--- config.mk ---
export PLATFORM = sky130hd
export DESIGN_NAME = occ_channel
export DESIGN_NICKNAME = d
export VERILOG_FILES = /design/src/rtl/occ_pkg.sv /design/src/rtl/occ_shadow.sv /design/src/rtl/occ_update_ctl.sv /design/src/rtl/occ_pin.sv /design/src/rtl/occ_channel.sv
export SDC_FILE = /design/constraint.sdc
export NUM_CORES = 1
export LEC_CHECK = 0
export BUFFER_PORTS_ARGS = -buffer_cell sky130_fd_sc_hd__buf_4
export CAP_MARGIN = 10
export CORE_MARGIN = 3
export CORE_UTILIZATION = 48
export DETAILED_ROUTE_END_ITERATION = 8
export PLACE_DENSITY = 0.8
export SETUP_SLACK_MARGIN = 0.05
export SYNTH_ARGS = -nofsm -noshare
export SYNTH_HDL_FRONTEND = slang
export SYNTH_HIERARCHICAL = 1
export SYNTH_SLANG_ARGS = --single-unit
--- constraint.sdc ---
create_clock -name clk -period 2 [get_ports clk]
set_input_delay 0.4 -clock clk [delete_from_list [all_inputs] [get_ports clk]]
set_output_delay 0.4 -clock clk [all_outputs]
set_load 0.02 [all_outputs]
--- src/rtl/occ_pkg.sv ---
package occ_pkg;

  typedef enum logic [1:0] {
    OC_HOLD = 2'b00,
    OC_SET  = 2'b01,
    OC_CLR  = 2'b10,
    OC_TOG  = 2'b11
  } oc_act_e;

  function automatic logic oc_apply(input oc_act_e act, input logic cur);
    case (act)
      OC_SET:  oc_apply = 1'b1;
      OC_CLR:  oc_apply = 1'b0;
      OC_TOG:  oc_apply = ~cur;
      default: oc_apply = cur;
    endcase
  endfunction

  function automatic logic oc_in_range(input logic [63:0] cmp, input logic [63:0] top);
    oc_in_range = (cmp <= top);
  endfunction

endpackage

--- src/rtl/occ_shadow.sv ---
module occ_shadow #(
  parameter int          W       = 16,
  parameter logic [W-1:0] RST_VAL = '0
) (
  input  logic           clk,
  input  logic           rst_n,
  input  logic [W/8-1:0] byte_we,
  input  logic [7:0]     din,
  input  logic           commit,
  output logic [W-1:0]   shadow_q,
  output logic [W-1:0]   active_q
);
  localparam int NB = W / 8;

  for (genvar b = 0; b < NB; b++) begin : g_lane
    always_ff @(posedge clk) begin
      if (!rst_n)          shadow_q[b*8 +: 8] <= RST_VAL[b*8 +: 8];
      else if (byte_we[b]) shadow_q[b*8 +: 8] <= din;
    end
  end

  always_ff @(posedge clk) begin
    if (!rst_n)      active_q <= RST_VAL;
    else if (commit) active_q <= shadow_q;
  end

  // active value moves only on a commit
  p_active_hold_r2: assert property (@(posedge clk) disable iff (!rst_n)
    !commit |=> $stable(active_q));
  // a commit loads the shadow seen in that cycle
  p_commit_copy_r3: assert property (@(posedge clk) disable iff (!rst_n)
    commit |=> active_q == $past(shadow_q));

endmodule

--- src/rtl/occ_update_ctl.sv ---
module occ_update_ctl (
  input  logic clk,
  input  logic rst_n,
  input  logic pwm_mode,
  input  logic upd_we,
  input  logic tmr_ovf,
  output logic commit,
  output logic pending
);
  logic req_any;

  assign req_any = pending | upd_we;
  assign commit  = pwm_mode ? (tmr_ovf & req_any) : upd_we;

  always_ff @(posedge clk) begin
    if (!rst_n) pending <= 1'b0;
    else        pending <= pwm_mode & req_any & ~tmr_ovf;
  end

  // basic mode never leaves a request pending
  p_basic_no_pend_r3: assert property (@(posedge clk) disable iff (!rst_n)
    !pwm_mode |=> !pending);
  // overflow in PWM mode serves the request
  p_ovf_serves_r4: assert property (@(posedge clk) disable iff (!rst_n)
    (pwm_mode && tmr_ovf) |=> !pending);
  // a repeated strobe keeps the request alive
  p_retrigger_r4: assert property (@(posedge clk) disable iff (!rst_n)
    (pwm_mode && pending && !tmr_ovf) |=> pending);

endmodule

--- src/rtl/occ_pin.sv ---
module occ_pin
  import occ_pkg::*;
(
  input  logic    clk,
  input  logic    rst_n,
  input  logic    force_act,
  input  oc_act_e force_sel,
  input  logic    match,
  input  oc_act_e match_sel,
  input  logic    irq_clr,
  output logic    pin_q,
  output logic    flag_q
);
  logic pin_nxt;

  always_comb begin
    if (force_act)  pin_nxt = oc_apply(force_sel, pin_q);
    else if (match) pin_nxt = oc_apply(match_sel, pin_q);
    else            pin_nxt = pin_q;
  end

  always_ff @(posedge clk) begin
    if (!rst_n) begin
      pin_q  <= 1'b0;
      flag_q <= 1'b0;
    end else begin
      pin_q  <= pin_nxt;
      flag_q <= match | (flag_q & ~irq_clr);
    end
  end

  // no event, no pin movement
  p_pin_hold_r11: assert property (@(posedge clk) disable iff (!rst_n)
    (!force_act && !match) |=> $stable(pin_q));
  // a force alone raises no interrupt
  p_force_no_irq_r8: assert property (@(posedge clk) disable iff (!rst_n)
    (force_act && !match && !flag_q) |=> !flag_q);
  // a match beats a same-cycle clear
  p_set_wins_r10: assert property (@(posedge clk) disable iff (!rst_n)
    match |=> flag_q);

endmodule

--- src/rtl/occ_channel.sv ---
module occ_channel
  import occ_pkg::*;
#(
  parameter int CW = 16
) (
  input  logic            clk,
  input  logic            rst_n,
  input  logic [CW-1:0]   tmr_cnt,
  input  logic            tmr_ovf,
  input  logic            pwm_mode,
  input  logic [7:0]      wr_data,
  input  logic [CW/8-1:0] cmp_byte_we,
  input  logic [CW/8-1:0] rld_byte_we,
  input  logic            upd_we,
  input  logic            ctrl_we,
  input  logic [1:0]      ctrl_mode,
  input  logic            ctrl_force,
  input  logic            irq_clr,
  output logic            oc_pin,
  output logic            match_flag,
  output logic            upd_pending,
  output logic            force_rd,
  output logic [CW-1:0]   cmp_active,
  output logic [CW-1:0]   rld_active
);
  localparam logic [CW-1:0] RLD_RST = '1;

  oc_act_e       mode_q;
  logic          force_q;
  logic          commit;
  logic          cmp_hit;
  logic          force_act;
  logic [CW-1:0] cmp_shadow;
  logic [CW-1:0] rld_shadow;

  always_ff @(posedge clk) begin
    if (!rst_n) begin
      mode_q  <= OC_HOLD;
      force_q <= 1'b0;
    end else if (ctrl_we) begin
      mode_q  <= oc_act_e'(ctrl_mode);
      force_q <= ctrl_force;
    end
  end

  assign force_rd  = pwm_mode & force_q;
  assign force_act = ctrl_we & ctrl_force & ~pwm_mode;
  assign cmp_hit   = (tmr_cnt == cmp_active) &&
                     oc_in_range(64'(cmp_active), 64'(rld_active));

  occ_update_ctl u_upd (
    .clk      (clk),
    .rst_n    (rst_n),
    .pwm_mode (pwm_mode),
    .upd_we   (upd_we),
    .tmr_ovf  (tmr_ovf),
    .commit   (commit),
    .pending  (upd_pending)
  );

  occ_shadow #(.W(CW), .RST_VAL('0)) u_cmp (
    .clk      (clk),
    .rst_n    (rst_n),
    .byte_we  (cmp_byte_we),
    .din      (wr_data),
    .commit   (commit),
    .shadow_q (cmp_shadow),
    .active_q (cmp_active)
  );

  occ_shadow #(.W(CW), .RST_VAL(RLD_RST)) u_rld (
    .clk      (clk),
    .rst_n    (rst_n),
    .byte_we  (rld_byte_we),
    .din      (wr_data),
    .commit   (commit),
    .shadow_q (rld_shadow),
    .active_q (rld_active)
  );

  occ_pin u_pin (
    .clk       (clk),
    .rst_n     (rst_n),
    .force_act (force_act),
    .force_sel (oc_act_e'(ctrl_mode)),
    .match     (cmp_hit),
    .match_sel (mode_q),
    .irq_clr   (irq_clr),
    .pin_q     (oc_pin),
    .flag_q    (match_flag)
  );

  // a count equal to an out-of-range compare value is inert
  p_out_of_range_r7: assert property (@(posedge clk) disable iff (!rst_n)
    (tmr_cnt == cmp_active && cmp_active > rld_active && !force_act && !match_flag)
      |=> !match_flag && $stable(oc_pin));
  // leaving PWM drops a pending request
  p_drop_on_basic_r12: assert property (@(posedge clk) disable iff (!rst_n)
    (upd_pending && !pwm_mode && !upd_we) |=> $stable(cmp_active) && !upd_pending);

endmodule

==> results.json, run 1 <==
{
  "status": "finished, violations left",
  "antenna_found_initial": 0,
  "grt_max_degree": 60,
  "grt_pass1_vias": 2475,
  "slew_viol_final": 0,
  "yosysSeqAreaShare_pct": 43.5,
  "ys.flop_type": "dfxtp_1",
  "cp_data_arrival_time_ns": 2.35,
  "cts_buffer_depth": 2,
  "end_kind": "flip-flop",
  "rows": 29,
  "nets": 464,
  "crit_cells": 10,
  "synth_top_cell_by_area": "dfxtp_1",
  "critPathKind": "flip-flop to flip-flop",
  "grt_overflow": 0,
  "cts_tree": "done",
  "syn_inst": 314,
  "fin_crit_ns": 2.12,
  "min_path_type": "input pin to flip-flop",
  "dp_hpwl_mm": 5.61,
  "via_per_inst": 5.14,
  "p_seq_share_pct": 46.6,
  "vdd_drop_max_mv": 0.501,
  "required_ns": 2.23,
  "vias": 2528,
  "final-instance-count-excl-fill": 492,
  "yosysTopAreaCellShare_pct": 43.5,
  "p_per_area_mw_per_mm2": 731,
  "finalPower_uw": 3220,
  "clock_latency_ns": 0.34,
  "ctsHoldBuffers": 0,
  "violations": "setup timing",
  "clock_sinks": 70,
  "dp_slack_ns": -0.0934,
  "yosysMostFrequentCell": "dfxtp_1",
  "cp_top_family": "simple AND/OR/NAND/NOR gates",
  "wirelength_mm": 8.15,
  "hold_end": "mode_q[1]$_SDFFE_PN0P_",
  "cts_root_buf": "clkbuf_8",
  "ys_ff_latch": 70,
  "critPathLaunchType": "flip-flop",
  "combPwrFrac_pct": 13.9,
  "holdPathStages": 3,
  "core_mm2": 0.00642,
  "cts_made_buffers": 9,
  "worst-path-buf-inv": 1,
  "synth_common_cells": "70 x dfxtp_1, 66 x mux2i_1, 38 x nand2_1",
  "fp.dieW_um": 87.9,
  "hp-start": "ctrl_mode[1]",
  "io_pins": 74,
  "fmax_mhz": 471,
  "crit_chain": "inv_1 -> ha_4 -> nand2_1 -> nor4_4 -> and4_4 -> a31oi_4 -> nor3_2 -> nand2_1 -> o21ai_1 -> a221oi_2",
  "synth_edf_count": 0,
  "clk_pin_slew_worst_paths_ns": 0.07,
  "ant_nets": 0,
  "power.switching_uw": 783,
  "routabilityCongestion": 0.781,
  "drt-wirelength-per-cell_um": 16.6,
  "leakage_uw": 0.00211,
  "syn_area_per_cell_um2": 10.3,
  "syn_nets": 368,
  "final.setup.tns_ns": -0.121,
  "setup_viol": 1,
  "cp_common_cell": "nand2_1",
  "worst_pin_slew_ns": 0.521,
  "diodes": 0,
  "initial_core_util_pct": 50.2,
  "syn_area_mm2": 0.00322,
  "path_max_fanout": 3,
  "rrSetupSlack_ns": -0.12,
  "power.internal_uw": 2430,
  "ff2ff_path_depth": 10,
  "yosysWarnings": 6,
  "clkPwrFrac_pct": 39.5,
  "slowest_delay_ns": 0.35,
  "area_delta_synth_final_pct": 36.5,
  "maxSlewHeadroom_pct": 65.3,
  "htreeDepth": 3,
  "synthArstFlopShare_pct": 0,
  "rr_startpoint": "u_rld/active_q[7]$_SDFFE_PN1P_",
  "max_cap_viol_count": 0,
  "sw_frac_of_total_pct": 24.4,
  "r2r-end": "u_pin/pin_q$_SDFFE_PN0P_",
  "post-place-cells": 471,
  "hold_viol_final": 0,
  "rsz0062_at_grt": "yes",
  "fp.dieH_um": 87.9,
  "cp_slowest_cell": "dfxtp_4",
  "fill_cells": 481,
  "dr.first_iter.drc_count": 126,
  "drcViolationCount": 0,
  "synthTopCellsByArea": "dfxtp_1 43%, mux2i_1 21%, nor2b_1 7.0%",
  "fp.dieArea_mm2": 0.00773,
  "synth_cell_types": 32,
  "fin_crit_sh_pct": 106,
  "finClkSkew_ns": 0.00672,
  "io_buffers": 73,
  "grt_usage_pct": 21.8,
  "setup_slack_ns": -0.121,
  "layout-drive-gt1-share_pct": 37.6,
  "grt_first_pass_wirelength_mm": 12.4,
  "first_pass_iters": 4
}
-- through the flow --
stage                     hold slack (ns)  instance area, um2  utilization [%]
after floorplan                     0.440                3320                -
after global placement              0.449                4030             62.7
after detailed placement            0.457                4030             62.7
after CTS                           0.315                4390             68.3
after global routing                0.326                4400             68.5
final                               0.329                4400             68.5
-- cell families (layout without fill, tap and decap cells) --
kind of cell	count (synthesis)	count (layout)	synth area share, %
simple gates	93	93	15.6
flops	70	70	43.5
mux	66	66	20.5
buf+inv	33	134	5.90
compound gates	20	20	3.96
fa+ha+maj	16	16	6.21
xor+xnor	16	16	4.35
-- layer usage --
layer | part of all wire, % | track usage, % | vias up
li1 | - | - | 1254
met3 | 5.5 | 5.36 | 8
met4 | 1.7 | 9.34 | 0
met1 | 46 | 28.4 | 1189
met5 | 0 | 0 | -
met2 | 47 | 34.2 | 77
-- layout by cell type, fill, tap and decap left out, drive strengths merged --
master / Yosys / final
nand4: 3 / 3
dfxtp: 70 / 70
a31oi: 1 / 1
nand2: 38 / 38
clkinv: 0 / 1
a21boi: 1 / 1
nand2b: 1 / 1
mux2i: 66 / 66
o21ai: 4 / 4
bufinv: 0 / 1
nor2: 4 / 4
nand3b: 1 / 1
o2111a: 1 / 1
and2: 2 / 2
a21oi: 10 / 10
and4: 1 / 1
ha: 16 / 16
a211oi: 1 / 1
nor3: 2 / 2
a21bo: 1 / 1
nor4: 5 / 5
clkbuf: 3 / 14
buf: 11 / 99
nor2b: 36 / 36
a221oi: 1 / 1
inv: 19 / 19
xor2: 16 / 16
-- registers in the layout, summed over array words and instances, names as in the netlist --
register and count:
u_upd/pending 1, u_rld/active_q 16, force_q 1, u_cmp/active_q 16
u_rld/shadow_q 16, u_pin/flag_q 1, u_cmp/shadow_q 16, mode_q 2
u_pin/pin_q 1
-- layout make-up --
| cell class | instances | area [um2] | share of cell area (%) |
|---|---|---|---|
| Clock buffer | 14 | 194 | 4.41 |
| Sequential cell | 70 | 1440 | 32.8 |
| Tap cell | 77 | 96.3 | 2.19 |
| Multi-Input combinational cell | 211 | 1800 | 40.9 |
| Timing Repair Buffer | 99 | 756 | 17.2 |
| Clock inverter | 2 | 35.0 | 0.797 |
| Inverter | 19 | 73.8 | 1.68 |
-- power by group through the flow --
stage | Combinational (uW) | Sequential (uW) | Clock, uW
after floorplan | 232 | 1550 | 0
after global placement | 420 | 1530 | 0
after detailed placement | 429 | 1530 | 0
after CTS | 448 | 1500 | 1290
after global routing | 484 | 1500 | 1350
final | 447 | 1500 | 1270
-- tightest hold or removal path, stage by stage --
cell     delay, ns
buf_4         0.09
mux2i_1       0.06
nor2b_1       0.09
-- what timing repair did --
action,in CTS,in global routing
resized for setup,14,1
setup buffers,5,0
endpoints found under the hold margin,0,0
setup endpoints to repair,1,2
pin swaps,11,0
-- worst max-delay path by stage --
stage	slack (ns)	from	to
finish	-0.12	u_rld/active_q[7]$_SDFFE_PN1P_	u_pin/pin_q$_SDFFE_PN0P_
global route	-0.23	u_rld/active_q[15]$_SDFFE_PN1P_	u_pin/pin_q$_SDFFE_PN0P_
CTS	-0.03	u_rld/active_q[15]$_SDFFE_PN1P_	u_pin/pin_q$_SDFFE_PN0P_
detailed placement	-0.09	u_rld/active_q[10]$_SDFFE_PN1P_	u_pin/pin_q$_SDFFE_PN0P_
global placement	-0.003	u_rld/active_q[9]$_SDFFE_PN1P_	u_pin/pin_q$_SDFFE_PN0P_
floorplan	0.06	u_rld/active_q[9]$_SDFFE_PN1P_	u_pin/pin_q$_SDFFE_PN0P_
(Power assumes the default switching activity.)
==> run 2: changes to the inputs <==
--- a/config.mk
+++ b/config.mk
@@ -10,6 +10,7 @@
 export CORE_MARGIN = 3
 export CORE_UTILIZATION = 48
 export DETAILED_ROUTE_END_ITERATION = 8
+export HOLD_SLACK_MARGIN = 0.1
 export PLACE_DENSITY = 0.8
 export SETUP_SLACK_MARGIN = 0.05
 export SYNTH_ARGS = -nofsm -noshare
==> constraint.sdc (replaced) <==
create_clock -name clk -period 2 [get_ports clk]
set_input_delay 0.3 -clock clk [delete_from_list [all_inputs] [get_ports clk]]
set_output_delay 0.3 -clock clk [all_outputs]
set_load 0.02 [all_outputs]
==> run 2 against run 1 <==
Compared with the run above:
- the flow still finishes with violations (setup timing)
- die area is the same
- critical path depth is the same
- sequential power is essentially flat
- sequential share of layout area grew 0.16 points
- cell count shrank 0.61%
- first-iteration DRC count grew 20%
- hold slack lost 0.096 ns
==> results.json, run 2 (synthesized netlist as in run 1, its figures left out) <==
{
  "antenna_found_initial": 0,
  "cp_data_arrival_time_ns": 2.27,
  "multiInputGateArea_mm2": 0.00177,
  "violations": "setup timing",
  "drt-wirelength-per-cell_um": 16.1,
  "vdd_drop_max_mv": 0.579,
  "wirelength_mm": 7.87,
  "dr.first_iter.drc_count": 151,
  "grt_max_degree": 70,
  "cts_tree": "done",
  "cts_made_buffers": 9,
  "min_path_type": "input pin to flip-flop",
  "core_mm2": 0.00642,
  "post-place-cells": 470,
  "ctsHoldBuffers": 0,
  "final_util_pct": 68.0,
  "final_common_cell": "buf_4",
  "path_max_fanout": 3,
  "leakage_uw": 0.00213,
  "critPathLaunchType": "flip-flop",
  "area_delta_synth_final_pct": 35.6,
  "fp.dieW_um": 87.9,
  "register_area_mm2": 0.00144,
  "initial_core_util_pct": 50.2,
  "diodes": 0,
  "first_pass_iters": 4,
  "final-instance-count-excl-fill": 489,
  "cts_root_buf": "clkbuf_8",
  "grt_pass1_vias": 2409,
  "max_cap_viol_count": 0,
  "routabilityCongestion": 0.781,
  "slew_viol_final": 0,
  "dp_hpwl_mm": 5.63,
  "cts_buffer_depth": 2,
  "hold_viol_final": 0,
  "ant_nets": 0,
  "end_kind": "flip-flop",
  "setup_slack_ns": -0.0149,
  "layout-drive-gt1-share_pct": 37.4,
  "final_cell_mix": "95 x buf_4, 66 x mux2i_1, 52 x dfxtp_1",
  "p_per_area_mw_per_mm2": 754,
  "rsz0062_at_grt": "yes",
  "fmax_mhz": 496,
  "required_ns": 2.26,
  "maxSlewHeadroom_pct": 60.1,
  "clock_latency_ns": 0.34,
  "setup_viol": 1,
  "fin_crit_ns": 2.01,
  "io_pins": 74,
  "clock_sinks": 70,
  "dp_slack_ns": -0.0995,
  "grt_overflow": 0,
  "status": "finished, violations left",
  "vias": 2479,
  "finClkSkew_ns": 0.00794,
  "via_per_inst": 5.07,
  "critPathKind": "flip-flop to flip-flop",
  "clk_pin_slew_worst_paths_ns": 0.07,
  "io_buffers": 73,
  "fin_crit_sh_pct": 101,
  "nets": 461,
  "grt_usage_pct": 21.1,
  "rows": 29,
  "fp.dieArea_mm2": 0.00773,
  "fp.dieH_um": 87.9,
  "whs_ns": 0.233,
  "worst_pin_slew_ns": 0.599,
  "grt_first_pass_wirelength_mm": 12.2,
  "final.setup.tns_ns": -0.0149,
  "drcViolationCount": 0,
  "fill_cells": 478,
  "htreeDepth": 3
}
-- run 2: cell types whose count changed in the layout (fill, tap and decap cells not counted), sizes merged --
cell,delta
clkbuf,-1
buf,-3
clkinvlp,+1
-- run 2: worst paths after layout --
check	startpoint	to	slack, ns	cells past startpoint
setup / recovery	u_rld/active_q[8]$_SDFFE_PN1P_	u_pin/pin_q$_SDFFE_PN0P_	-0.01	10
hold / removal	ctrl_force	force_q$_SDFFE_PN0P_	0.23	3
setup reg to reg	u_rld/active_q[8]$_SDFFE_PN1P_	u_pin/pin_q$_SDFFE_PN0P_	-0.01	10
hold reg to reg	force_q$_SDFFE_PN0P_	force_q$_SDFFE_PN0P_	0.47	2
-- run 2: area by class of cell --
cell class	count	share of cell area, %
Clock buffer	13	4.87
Tap cell	77	2.21
Clock inverter	3	0.974
Timing Repair Buffer	96	16.8
Sequential cell	70	33.0
Multi-Input combinational cell	211	40.5
Inverter	19	1.63
-- run 2: layer usage --
metal / GRT usage, % / up-vias / wire length, um
li1: - / 1236 / -
met1: 28.2 / 1174 / 3760
met2: 33.6 / 61 / 3620
met3: 4.14 / 8 / 388
met4: 7.95 / 0 / 97
met5: 0 / - / 0
-- run 2: power by group --
part           internal [uW]  leakage, uW  switching, uW  total, uW
Sequential              1450     0.000575           43.7       1500
Clock                    835     0.000127            523       1360
Combinational            217      0.00142            218        435
-- run 2: through the flow --
| step | power [uW] | cell area, um2 |
|---|---|---|
| final | 3290 | 4370 |
| after global routing | 3420 | 4370 |
| after CTS | 3310 | 4310 |
| after detailed placement | 1960 | 4020 |
| after global placement | 1940 | 4020 |
| after floorplan | 1780 | 3320 |
-- run 2: critical path, cell delays in order (launching register included) --
cell and delay (ns):
dfxtp_4 0.35, inv_2 0.04, ha_4 0.26, nand4_4 0.11
nor4_4 0.27, a21bo_2 0.27, a31oi_4 0.17, nor3_4 0.07
nand2_1 0.09, o21ai_2 0.06, a221oi_2 0.23
-- run 2: timing repair --
item,CTS,global route
gates resized for setup,6,7
setup buffers,0,3
endpoints found under the setup margin,1,2
cloned,0,0
pin swaps,1,5
